[src/rtl/wdog3_pkg.sv]
package wdog3_pkg;
  localparam int WD_W = 32;
  localparam int REG_CUR  = 0;
  localparam int REG_BITE = 1;
  localparam int REG_BARK = 2;
  localparam int REG_CTRL = 3;
  localparam int CTRL_IE = 0;
  localparam int CTRL_ST = 1;
  localparam int CTRL_RE = 2;
  localparam int CTRL_W  = 3;

  typedef struct packed {
    logic [WD_W-1:0]   cur;
    logic [WD_W-1:0]   bite;
    logic [WD_W-1:0]   bark;
    logic [CTRL_W-1:0] ctrl;
  } chan_view_t;
endpackage

[src/rtl/wdog_chan.sv]
module wdog_chan
  import wdog3_pkg::*;
#(
  parameter bit HAS_BARK = 1'b0
) (
  input  logic            clk,
  input  logic            rst_n,
  input  logic            tick_en,
  input  logic [3:0]      wr_sel,
  input  logic [WD_W-1:0] wdata,
  output chan_view_t      view_o,
  output logic            req_o,
  output logic            irq_o
);
  logic [WD_W-1:0] cnt_q, cnt_d;
  logic [WD_W-1:0] bite_q, bite_d;
  logic            re_q, re_d;
  logic            req_q, req_d;
  logic [WD_W-1:0] bark_v;
  logic            ie_v, st_v;

  // counter: software write wins over tick
  always_comb begin
    cnt_d = cnt_q;
    if (wr_sel[REG_CUR])
      cnt_d = wdata;
    else if (tick_en)
      cnt_d = cnt_q + 1'b1;
  end

  always_comb begin
    bite_d = bite_q;
    re_d   = re_q;
    if (wr_sel[REG_BITE]) bite_d = wdata;
    if (wr_sel[REG_CTRL]) re_d   = wdata[CTRL_RE];
    req_d = re_q && (cnt_q >= bite_q);
  end

  always_ff @(posedge clk or negedge rst_n) begin
    if (!rst_n) begin
      cnt_q  <= '0;
      bite_q <= '0;
      re_q   <= 1'b0;
      req_q  <= 1'b0;
    end else begin
      cnt_q  <= cnt_d;
      bite_q <= bite_d;
      re_q   <= re_d;
      req_q  <= req_d;
    end
  end

  generate
    if (HAS_BARK) begin : g_bark
      logic [WD_W-1:0] bark_q, bark_d;
      logic            ie_q, ie_d;
      logic            st_q, st_d;
      logic            w1c;

      always_comb begin
        bark_d = bark_q;
        ie_d   = ie_q;
        if (wr_sel[REG_BARK]) bark_d = wdata;
        if (wr_sel[REG_CTRL]) ie_d   = wdata[CTRL_IE];
        w1c  = wr_sel[REG_CTRL] && wdata[CTRL_ST];
        // set has priority over write-one-to-clear
        st_d = (st_q && !w1c) || (ie_q && (cnt_q >= bark_q));
      end

      always_ff @(posedge clk or negedge rst_n) begin
        if (!rst_n) begin
          bark_q <= '0;
          ie_q   <= 1'b0;
          st_q   <= 1'b0;
        end else begin
          bark_q <= bark_d;
          ie_q   <= ie_d;
          st_q   <= st_d;
        end
      end

      assign bark_v = bark_q;
      assign ie_v   = ie_q;
      assign st_v   = st_q;
    end else begin : g_nobark
      assign bark_v = '0;
      assign ie_v   = 1'b0;
      assign st_v   = 1'b0;
    end
  endgenerate

  assign view_o.cur  = cnt_q;
  assign view_o.bite = bite_q;
  assign view_o.bark = bark_v;
  assign view_o.ctrl = {re_q, st_v, ie_v};
  assign req_o       = req_q;
  assign irq_o       = st_v & ie_v;
endmodule

[src/rtl/wdog_dec.sv]
module wdog_dec
  import wdog3_pkg::*;
#(
  parameter int ADDR_W = 6,
  parameter int N_CH   = 3,
  parameter int BARK_CH = 0
) (
  input  logic              we,
  input  logic [ADDR_W-1:0] addr,
  output logic [N_CH-1:0][3:0] wr_sel,
  output logic              hit,
  output logic [ADDR_W-5:0] ch_idx,
  output logic [1:0]        reg_idx
);
  assign ch_idx  = addr[ADDR_W-1:4];
  assign reg_idx = addr[3:2];

  always_comb begin
    hit = (addr[1:0] == 2'b00) && (int'(ch_idx) < N_CH);
    if (reg_idx == 2'(REG_BARK) && int'(ch_idx) != BARK_CH)
      hit = 1'b0;
  end

  generate
    for (genvar c = 0; c < N_CH; c++) begin : g_sel
      for (genvar r = 0; r < 4; r++) begin : g_reg
        assign wr_sel[c][r] = we && hit && (int'(ch_idx) == c) && (int'(reg_idx) == r);
      end
    end
  endgenerate
endmodule

[src/rtl/wdog_rdmux.sv]
module wdog_rdmux
  import wdog3_pkg::*;
#(
  parameter int ADDR_W = 6,
  parameter int N_CH   = 3
) (
  input  chan_view_t [N_CH-1:0] views,
  input  logic                  hit,
  input  logic [ADDR_W-5:0]     ch_idx,
  input  logic [1:0]            reg_idx,
  output logic [WD_W-1:0]       rdata
);
  chan_view_t sel;

  always_comb begin
    sel   = '0;
    rdata = '0;
    for (int c = 0; c < N_CH; c++)
      if (int'(ch_idx) == c) sel = views[c];
    if (hit) begin
      case (reg_idx)
        2'(REG_CUR):  rdata = sel.cur;
        2'(REG_BITE): rdata = sel.bite;
        2'(REG_BARK): rdata = sel.bark;
        default:      rdata = {{(WD_W-CTRL_W){1'b0}}, sel.ctrl};
      endcase
    end
  end
endmodule

[src/rtl/wdog3_top.sv]
module wdog3_top
  import wdog3_pkg::*;
#(
  parameter int ADDR_W = 6,
  parameter int N_CH   = 3
) (
  input  logic              clk,
  input  logic              rst_n,
  input  logic              tick_en,
  input  logic              bus_we,
  input  logic [ADDR_W-1:0] bus_addr,
  input  logic [WD_W-1:0]   bus_wdata,
  output logic [WD_W-1:0]   bus_rdata,
  output logic              rst_recovery_req,
  output logic              rst_system_req,
  output logic              irq
);
  localparam int CH_W = ADDR_W - 4;

  logic [N_CH-1:0][3:0] wr_sel;
  logic                 hit;
  logic [CH_W-1:0]      ch_idx;
  logic [1:0]           reg_idx;
  chan_view_t [N_CH-1:0] views;
  logic [N_CH-1:0]      req;
  logic [N_CH-1:0]      chan_irq;

  wdog_dec #(.ADDR_W(ADDR_W), .N_CH(N_CH), .BARK_CH(0)) u_dec (
    .we(bus_we), .addr(bus_addr), .wr_sel(wr_sel),
    .hit(hit), .ch_idx(ch_idx), .reg_idx(reg_idx)
  );

  generate
    for (genvar c = 0; c < N_CH; c++) begin : g_ch
      wdog_chan #(.HAS_BARK(c == 0)) u_ch (
        .clk(clk), .rst_n(rst_n), .tick_en(tick_en),
        .wr_sel(wr_sel[c]), .wdata(bus_wdata),
        .view_o(views[c]), .req_o(req[c]), .irq_o(chan_irq[c])
      );
    end
  endgenerate

  wdog_rdmux #(.ADDR_W(ADDR_W), .N_CH(N_CH)) u_rd (
    .views(views), .hit(hit), .ch_idx(ch_idx),
    .reg_idx(reg_idx), .rdata(bus_rdata)
  );

  assign rst_recovery_req = req[0];
  assign rst_system_req   = |req[N_CH-1:1];
  assign irq              = chan_irq[0];
endmodule

[config.mk]
export PLATFORM = sky130hd
export DESIGN_NAME = wdog3_top
export DESIGN_NICKNAME = d
export VERILOG_FILES = /design/src/rtl/wdog3_pkg.sv /design/src/rtl/wdog_chan.sv /design/src/rtl/wdog_dec.sv /design/src/rtl/wdog_rdmux.sv /design/src/rtl/wdog3_top.sv
export SDC_FILE = /design/constraint.sdc
export NUM_CORES = 1
export LEC_CHECK = 0
export BUFFER_PORTS_ARGS = -buffer_cell sky130_fd_sc_hd__buf_2
export CORE_MARGIN = 1
export CORE_UTILIZATION = 28
export CTS_BUF_LIST = sky130_fd_sc_hd__clkbuf_4 sky130_fd_sc_hd__clkbuf_8 sky130_fd_sc_hd__clkbuf_16
export CTS_CLUSTER_DIAMETER = 60
export DETAILED_ROUTE_END_ITERATION = 10
export GPL_TIMING_DRIVEN = 0
export HOLD_SLACK_MARGIN = 0.12
export PLACE_DENSITY_LB_ADDON = 0.08
export SYNTH_ARGS = -nofsm -noshare
export SYNTH_HDL_FRONTEND = slang
export SYNTH_SLANG_ARGS = --single-unit
[constraint.sdc]
create_clock -name clk -period 4.1 [get_ports clk]
set_clock_uncertainty 0.2 [all_clocks]
set_input_delay 0.615 -clock clk [delete_from_list [all_inputs] [get_ports clk]]
set_output_delay 0.615 -clock clk [all_outputs]
set_load 0.05 [all_outputs]
# ---- Word level (Yosys, flattened, before mapping)
# Cells that the tools add are included.
dict set report classes {
  n_addsub 3
  n_reduce_logical 33
  bitwise_logic 1
  magnitude_cmp 5
  n_eq_ne 7
  mux 12
}
# op count
set ops {}
lappend ops {{99-bit two-way mux} 3}
lappend ops {{32-bit two-way mux} 7}
lappend ops {{32-bit >= comparator} 4}
lappend ops {{32-bit by 1-bit adder with 32-bit output (second input constant)} 3}
lappend ops {{32-bit one-hot mux with 3 select lines} 1}
lappend ops {{1-bit logical AND} 22}
lappend ops {{2-bit equality test (second input constant)} 5}
lappend ops {{2-bit logical NOT} 4}
lappend ops {{2-bit nonzero test} 4}
lappend ops {{2-bit by 1-bit equality test with 1-bit output (second input constant)} 2}
lappend ops {{2-bit less-than comparator (second input constant)} 1}
lappend ops {{2-bit OR reduction} 1}
lappend ops {{1-bit bitwise AND} 1}
lappend ops {{1-bit logical NOT} 1}
lappend ops {{1-bit logical OR} 1}
lappend ops {{1-bit two-way mux} 1}
dict set report word_totals {
  input_bits 42
  ff_bits 232
  out_inout_bits 35
}

# ---- Logic depth before layout (Yosys ltp)
# Gate-level depths: netlist of run 1.
dict set report depth {
  depth_word 10
  depth_mapped 9
  mapped_depth_nobuf 8
}

# ---- By module
# Synthesis of run 1 repeated with hierarchy kept, for this count alone.
dict set report unflattened {
  cells_unflattened 1900
  hier_area_um2 16977.5
}
# mod instances area_each_um2 cells_each seq_area_each_um2
set by_module_without_submodules {}
lappend by_module_without_submodules {{wdog_chan (g_ch[1].u_ch ...)} 2 4159.0 458 1651.6}
lappend by_module_without_submodules {{wdog_chan (g_ch[0].u_ch)} 1 5700.5 630 2502.4}
lappend by_module_without_submodules {wdog_rdmux 1 2730.1 321 0.0}
lappend by_module_without_submodules {wdog_dec 1 222.7 32 0.0}
lappend by_module_without_submodules {wdog3_top 1 6.3 1 0.0}

# ---- Worst setup path before layout of run 1
# Ideal clock, no wire load.
dict set report synth_timing {
  kind {input to output}
  startpoint {input bus_addr[5]}
  endpoint {output bus_rdata[0]}
  n_path_buf 4
  arrival_time_ps 2921
  slack_ps 364
  stages 7
  required_ps 3285
  path_cell_list {buf_2 > nor2b_1 > clkbuf_1 > buf_2 > buf_1 > a21oi_1 > a221oi_1}
}
dict set report synth_between {
  elab_chain_len 6
  word_cells_on_any_way 13
  cone_classes {order compare (1); eq/ne (2); mux (6); reduce/logical (4)}
}
# element line_no
set synth_rtl {}
lappend synth_rtl {{start: declaration} wdog3_top.sv:11} ;# input logic [ADDR_W-1:0] bus_addr,
lappend synth_rtl {{2-bit logical NOT} wdog_rdmux.sv:19} ;# if (int'(ch_idx) == c) sel = views[c];
lappend synth_rtl {{99-bit two-way mux (3 in a row)} wdog_rdmux.sv:19}
lappend synth_rtl {{32-bit one-hot mux with 3 select lines} wdog_rdmux.sv:21} ;# case (reg_idx)
lappend synth_rtl {{32-bit two-way mux *} wdog_rdmux.sv:20} ;# if (hit) begin
lappend synth_rtl {{end: declaration} wdog3_top.sv:13} ;# output logic [WD_W-1:0] bus_rdata,
# Mark *: on every way between the ends. The rest lies on a longest branch, timed or not.

# ---- Final worst setup path of run 1
dict set report layout_timing {
  startpoint {input bus_addr[3]}
  endpoint {output bus_rdata[25]}
}
dict set report layout_between {
  elab_chain_len 4
  word_cells_on_any_way 7
  cone_classes {eq/ne (2); mux (3); reduce/logical (2)}
}
# element line_no
set layout_rtl {}
lappend layout_rtl {{2-bit equality test} {wdog_dec.sv:20, wdog_rdmux.sv:21}}
lappend layout_rtl {{1-bit logical AND} wdog_dec.sv:20} ;# if (reg_idx == 2'(REG_BARK) && int'(ch_idx) != BARK_CH)
lappend layout_rtl {{1-bit two-way mux} wdog_dec.sv:20}
lappend layout_rtl {{32-bit two-way mux *} wdog_rdmux.sv:20}
# Marked as above.

==> run metrics, run 1 <==
library cell occupying the most area in the post-synthesis netlist sky130_fd_sc_hd__dfrtp_1; static leakage 7.980 nW; most numerous cell on the critical path sky130_fd_sc_hd__buf_2; EDFF count, synth 0; Cells after Synth 1,686; synthesized area divided by synthesized cell count 9.149 um^2; Row Count 85; clock tree root buffer cell sky130_fd_sc_hd__clkbuf_16; post-synthesis sequential element count 232; combinational family with the most area after synthesis simple AND/OR/NAND/NOR gates; clock tree from TritonCTS yes; crit path max-delay cell type sky130_fd_sc_hd__clkbuf_1; antenna violations before repair 2; count of distinct cell types in the synthesized netlist 57; portion of netlist area occupied by mux cells 0.1383; initial standard-cell utilization of the core 0.2849; ranking of synthesized cells by area sky130_fd_sc_hd__dfrtp_1 38%, sky130_fd_sc_hd__ha_1 11%, sky130_fd_sc_hd__a21oi_1 5.5%; Routed met1 length 27,010 um; Setup Total Neg Slack 0 ns; pin count of the biggest net entering global routing 87; r2r setup slk 0.41 ns; number of pins with negative max-slew slack in the final report 0; worst flop-to-flop path startpoint g_ch[0].u_ch.cnt_q[20]; CP top delay family buffers and inverters; Detail Route Antenna Nets 0; Final Util 0.3332; complex-gate fraction of the synthesized area 0.1212; Synth Flop Type sky130_fd_sc_hd__dfrtp_1; number of cells on the critical path 8; horizontal extent of the die 236.7 um; count of unresolved DRC violations after routing 0; vias in the first global route 12,778; worst-case reg-to-reg path depth 5; end point of the critical path bus_rdata[25]; number of warning messages in the yosys log 0; IO Count 77; Synth async-reset ratio 1.000; count of endpoints failing hold in the final timing report 0; clock buffers created by TritonCTS 37; VDD IR max 0.2633 mV; cell area power density 513.6 nW/um^2; detailed placer's ending HPWL 43,490 um; final period demand of the worst path 4.044 ns; CP Capture Type primary output; unrepaired setup endpoints after global routing false; Worst path max stage delay 0.68 ns; count of buffer and inverter cells on the critical path 5; Worst-path clk slew 0.05 ns; Finish-stage setup viols 0; maximum capacitance violations 0; clk_lat worst skew 0.56 ns; Least-Margin Pin Slew 1.301 ns; wire length of the first global-routing pass 85,980 um; count of nets after finishing 1,975; core outline area 54,130 um^2; H-tree lvl count 2; share of the synthesized area in the top cell type 0.3764; leading cell type in the layout, fill and taps excluded sky130_fd_sc_hd__dfrtp_1; residual overflow from global routing 0; pre-CTS worst setup slack -0.1608 ns; most frequent cells in the layout 232 x sky130_fd_sc_hd__dfrtp_1, 169 x sky130_fd_sc_hd__a21oi_1, 167 x sky130_fd_sc_hd__nand2_1; CP Launch Type input port; class of the tightest hold or removal check in2reg; Met3 Wirelength 2406 um; syn_nets 1,859; number of buffer cells added on primary ports 74; Tot GR Track Use 0.2093; final cell count without fillers 2,525; CTS max path bufs 3; worst setup path category in2out; post-route fraction of the period consumed by the critical path 0.9863; xor-xnor portion of the synthesized cell area 0.05281; netlist area before placement 15,420 um^2; crit path DAT 3.23 ns; launching instance or port of the critical path bus_addr[3]; vias per inst 5.081; number of antenna diodes 0; Slew HR 0.1245; Seq/Total Area, Yosys 0.3764; share of post-route cells with drive strength above 1 0.1361; post-layout total power 9.265 mW; Setup Buffers After CTS 0; vertical die dimension 236.7 um; number of optimization iterations in the first detailed-route pass 5; overall via count from detail_route 12,830; result of the run finished, final reports clean; Synth Area in Simple Gates 0.1505; max layer used met5; CP Cell Sequence buf_2 -> buf_1 -> nor2_1 -> clkbuf_1 -> buf_2 -> a22oi_1 -> a21oi_1 -> buf_2; gpl congestion 0.8417; drt wl/cell 22.98 um; Routed met2 length 26,430 um; maximum fanout along the worst path 10; DIE AREA 56,030 um^2; 1st-iter DRT viols 667; terminus of the critical flop-to-flop path g_ch[0].u_ch.req_o; P&R area growth vs syn 16.95%; placed insts 2,458; CP Data Required Time 3.28 ns; Fmax 247.3 MHz; final wirelength 58,010 um; smallest setup slack after layout 0.05614 ns; Clock Sinks 232; synthesized-area fraction occupied by adder cells 0.1063
-- sequential cells by signal, summed over array words and instances, names as in the netlist --
| name | cells |
|---|---|
| g_ch.u_ch.req_o | 3 |
| g_ch.u_ch.cnt_q | 96 |
| g_ch.u_ch.g_bark.ie_q | 1 |
| g_ch.u_ch.bark_v | 32 |
| g_ch.u_ch.re_q | 3 |
| g_ch.u_ch.bite_q | 96 |
| g_ch.u_ch.g_bark.st_q | 1 |
-- cell type report --
type	instances	area, um^2
Clock buffer	51	1097
Fill cell	5671	36090
Sequential cell	232	5806
Multi-Input combinational cell	1237	8777
Clock inverter	15	191.4
Tap cell	696	870.8
Buffer	74	314.1
Inverter	143	536.8
Timing Repair Buffer	77	445.4
-- tightest hold or removal path, stage by stage --
cell,delay (ns)
sky130_fd_sc_hd__buf_2,0.15
sky130_fd_sc_hd__nor2_1,0.11
sky130_fd_sc_hd__a21oi_1,0.05
-- stage by stage --
stage	instance area, um^2	hold slack (ns)
6_report	18040	0.1980
5_1_grt	18040	0.1974
4_1_cts	18030	0.1633
3_5_place_dp	16730	0.2928
3_3_place_gp	16670	0.2898
2_1_floorplan	15420	0.1194
-- cells in the mapped netlist, types with 2 or more instances --
cell type / instances
sky130_fd_sc_hd__buf_2: 19
sky130_fd_sc_hd__xnor2_1: 53
sky130_fd_sc_hd__a21o_1: 7
sky130_fd_sc_hd__and2_1: 2
sky130_fd_sc_hd__o211ai_1: 2
sky130_fd_sc_hd__nor4_1: 5
sky130_fd_sc_hd__mux2i_1: 68
sky130_fd_sc_hd__inv_1: 142
sky130_fd_sc_hd__a2111oi_0: 2
sky130_fd_sc_hd__a221o_1: 3
sky130_fd_sc_hd__nand3_2: 2
sky130_fd_sc_hd__nor3_2: 6
sky130_fd_sc_hd__nand2_1: 167
sky130_fd_sc_hd__mux2_2: 59
sky130_fd_sc_hd__xor2_1: 40
sky130_fd_sc_hd__nand2b_1: 3
sky130_fd_sc_hd__a21oi_1: 169
sky130_fd_sc_hd__mux2_1: 70
sky130_fd_sc_hd__nand4_2: 2
sky130_fd_sc_hd__clkbuf_1: 42
sky130_fd_sc_hd__o21ai_1: 2
sky130_fd_sc_hd__o31ai_1: 2
sky130_fd_sc_hd__nor2b_1: 4
sky130_fd_sc_hd__and4_1: 11
sky130_fd_sc_hd__a211oi_1: 13
sky130_fd_sc_hd__o21ai_0: 89
sky130_fd_sc_hd__dfrtp_1: 232
sky130_fd_sc_hd__nor4_4: 4
sky130_fd_sc_hd__buf_1: 12
sky130_fd_sc_hd__a31oi_1: 2
sky130_fd_sc_hd__nor3_1: 15
sky130_fd_sc_hd__and3_1: 9
sky130_fd_sc_hd__nand4_1: 43
sky130_fd_sc_hd__nor2_1: 151
sky130_fd_sc_hd__nor2_2: 4
sky130_fd_sc_hd__nand3_1: 43
sky130_fd_sc_hd__ha_1: 131
sky130_fd_sc_hd__or3_1: 3
sky130_fd_sc_hd__a221oi_1: 6
sky130_fd_sc_hd__a22oi_1: 29
sky130_fd_sc_hd__a311oi_1: 2
-- timing repair --
action	CTS	global route
resized for setup	1	4
endpoints found under the hold margin	66	0
pin swaps	0	0
endpoints found under the setup margin	10	5
hold buffers	1	0
-- worst min-delay path by stage --
stage / from / endpoint / slack (ns) / cells past startpoint
6_report: bus_wdata[31] / g_ch[0].u_ch.cnt_q[31] / 0.20 / 3
2_1_floorplan: rst_n / g_ch[0].u_ch.bark_v[0] / 0.12 / 0
3_5_place_dp: g_ch[0].u_ch.bark_v[1] / g_ch[0].u_ch.bark_v[1] / 0.29 / 1
3_3_place_gp: g_ch[0].u_ch.bark_v[1] / g_ch[0].u_ch.bark_v[1] / 0.29 / 1
4_1_cts: bus_wdata[31] / g_ch[0].u_ch.cnt_q[31] / 0.16 / 3
5_1_grt: bus_wdata[14] / g_ch[0].u_ch.cnt_q[14] / 0.20 / 3
-- metal layers --
| layer | up-vias | track usage |
|---|---|---|
| met2 | 256 | 0.3331 |
| met4 | 2 | 0.08245 |
| met5 | - | 0 |
| li1 | 6121 | - |
| met1 | 6344 | 0.2844 |
| met3 | 107 | 0.03113 |
-- where the power goes --
| part | internal, mW | switching, mW | total, mW |
|---|---|---|---|
| combinational | 1.10 | 1.45 | 2.55 |
| clock | 2.12 | 1.21 | 3.34 |
| sequential | 2.73 | 0.652 | 3.38 |
| total | 5.95 | 3.32 | 9.27 |
-- cell families (layout without fill, tap and decap cells) --
kind of cell | Yosys count | after routing
AND/OR/NAND/NOR | 483 | 483
AO/OA/AOI/OAI | 333 | 333
flip-flops | 232 | 232
buffers and inverters | 217 | 360
multiplexers | 197 | 197
adder cells (fa/ha/maj) | 131 | 131
XOR/XNOR | 93 | 93
Note: power is estimated with default switching activity, not from simulation.
==> run 2: changes to the inputs <==
--- a/config.mk
+++ b/config.mk
@@ -6,6 +6,7 @@
 export NUM_CORES = 1
 export LEC_CHECK = 0
 export BUFFER_PORTS_ARGS = -buffer_cell sky130_fd_sc_hd__buf_2
+export CORE_ASPECT_RATIO = 1.5
 export CORE_MARGIN = 1
 export CORE_UTILIZATION = 28
 export CTS_BUF_LIST = sky130_fd_sc_hd__clkbuf_4 sky130_fd_sc_hd__clkbuf_8 sky130_fd_sc_hd__clkbuf_16
==> run metrics, run 2 (synthesis results as in run 1) <==
Row Count 105; clock tree from TritonCTS yes; Filler Cell Count 5,784; antenna violations before repair 0; Internal 5.542 mW; smallest setup slack after layout 0.2429 ns; crit path DAT 3.04 ns; IO Count 77; area of all placed cells without fillers 17,820 um^2; multi-input logic area 8783 um^2; CTS max path bufs 3; most frequent cells in the layout 232 x sky130_fd_sc_hd__dfrtp_1, 169 x sky130_fd_sc_hd__a21oi_1, 167 x sky130_fd_sc_hd__nand2_1; static leakage 7.877 nW; initial standard-cell utilization of the core 0.2829; net switching power of the design 3.314 mW; Least-Margin Pin Slew 1.292 ns; count of endpoints failing hold in the final timing report 0; count of nets after finishing 1,968; Storage cell area 5806 um^2; Setup Total Neg Slack 0 ns; placed insts 2,457; Worst-path clk slew 0.07 ns; pin count of the biggest net entering global routing 101; DIE AREA 56,050 um^2; maximum capacitance violations 0; wire length of the first global-routing pass 91,420 um; maximum fanout along the worst path 10; pre-CTS worst setup slack -0.1764 ns; final period demand of the worst path 3.857 ns; result of the run finished, final reports clean; clock buffers created by TritonCTS 30; Final Util 0.3268; Setup Buffers After CTS 0; CP Capture Type primary output; final cell count without fillers 2,514; Tot GR Track Use 0.2225; P&R area growth vs syn 15.52%; CP Launch Type input port; Detail Route Antenna Nets 0; Fmax 259.3 MHz; final wirelength 61,780 um; Clk pwr share 0.325; horizontal extent of the die 193.6 um; VDD IR max 0.3214 mV; number of antenna diodes 0; vias per inst 5.078; class of the tightest hold or removal check in2reg; 1st-iter DRT viols 614; post-route fraction of the period consumed by the critical path 0.9407; clock tree root buffer cell sky130_fd_sc_hd__clkbuf_16; leading cell type in the layout, fill and taps excluded sky130_fd_sc_hd__dfrtp_1; drt wl/cell 24.57 um; Slew HR 0.1274; standard cell area after detailed placement 16,740 um^2; post-layout total power 8.856 mW; number of buffer cells added on primary ports 74; vertical die dimension 289.5 um; number of optimization iterations in the first detailed-route pass 4; worst hold-check slack 0.1570 ns; clk_lat worst skew 0.59 ns; Finish-stage setup viols 0; worst setup path category in2out; overall via count from detail_route 12,766; gpl congestion 0.8356; sequential group share of total power 0.386; H-tree lvl count 1; cell area power density 497.0 nW/um^2; fraction of power spent switching nets 0.3742; residual overflow from global routing 0; CP Data Required Time 3.28 ns; count of unresolved DRC violations after routing 0; number of pins with negative max-slew slack in the final report 0; Clock Sinks 232; core outline area 54,520 um^2; share of post-route cells with drive strength above 1 0.1336; unrepaired setup endpoints after global routing false; vias in the first global route 13,338; Logic pwr share 0.288; detailed placer's ending HPWL 46,980 um
-- run 2: cell types whose count changed in the layout (fill, tap and decap cells not counted), moves of 2 or more --
cell                        before  now
sky130_fd_sc_hd__clkbuf_8        5    8
sky130_fd_sc_hd__clkbuf_4        7    2
sky130_fd_sc_hd__clkbuf_2        1    4
sky130_fd_sc_hd__clkbuf_16      39   31
sky130_fd_sc_hd__buf_1          10    8
sky130_fd_sc_hd__clkinv_2        6    8
-- run 2: layout make-up --
type,count,area share
multi-input combinational,1237,0.4929
sequential,232,0.3258
clock buffer,41,0.05056
tap,695,0.04880
inverter,143,0.03012
timing repair buffer,77,0.02500
buffer,74,0.01748
clock inverter,15,0.009269
-- run 2: repair_timing --
| item | CTS | global route |
|---|---|---|
| endpoints found under the hold margin | 43 | 0 |
| cloned | 0 | 0 |
| gates resized for setup | 1 | 5 |
| hold buffers | 1 | 0 |
| setup endpoints to repair | 5 | 17 |
-- run 2: layer usage --
metal,routed length [um],part of all wire,vias to the layer above,global-route usage
li1,-,-,6111,-
met1,25750,0.42,6394,0.2635
met2,32580,0.53,188,0.4205
met3,1518,0.025,73,0.01921
met4,1928,0.031,0,0.07280
met5,0,0,-,0
-- run 2: worst max-delay path, cell delays in order --
cell                       delay [ns]
sky130_fd_sc_hd__buf_2           0.22
sky130_fd_sc_hd__clkbuf_1        0.31
sky130_fd_sc_hd__nor2_1          0.26
sky130_fd_sc_hd__and2_1          0.21
sky130_fd_sc_hd__clkbuf_1        0.70
sky130_fd_sc_hd__nand2_1         0.11
sky130_fd_sc_hd__a21oi_1         0.25
sky130_fd_sc_hd__buf_2           0.32
-- run 2: worst paths after layout --
path / cells past startpoint / startpoint / to / slack, ns
worst min register to register: 1 / g_ch[0].u_ch.bark_v[9] / g_ch[0].u_ch.bark_v[9] / 0.32
worst max register to register: 5 / g_ch[0].u_ch.cnt_q[20] / g_ch[0].u_ch.req_o / 0.90
min in group asynchronous: 2 / rst_n / g_ch[0].u_ch.bark_v[7] / 0.31
max in group asynchronous: 4 / rst_n / g_ch[1].u_ch.bite_q[23] / 1.98
worst max-delay path: 8 / bus_addr[5] / bus_rdata[15] / 0.24
worst min-delay path: 3 / bus_wdata[4] / g_ch[2].u_ch.cnt_q[4] / 0.16
-- run 2: power by group through the flow --
stage          Clock, mW  Sequential (mW)  Combinational (mW)
3_5_place_dp           0             3.47                2.57
5_1_grt             3.06             3.49                2.92
6_report            2.88             3.42                2.55
2_1_floorplan          0             3.18                1.79
3_3_place_gp           0             3.46                2.50
4_1_cts             2.96             3.43                2.59
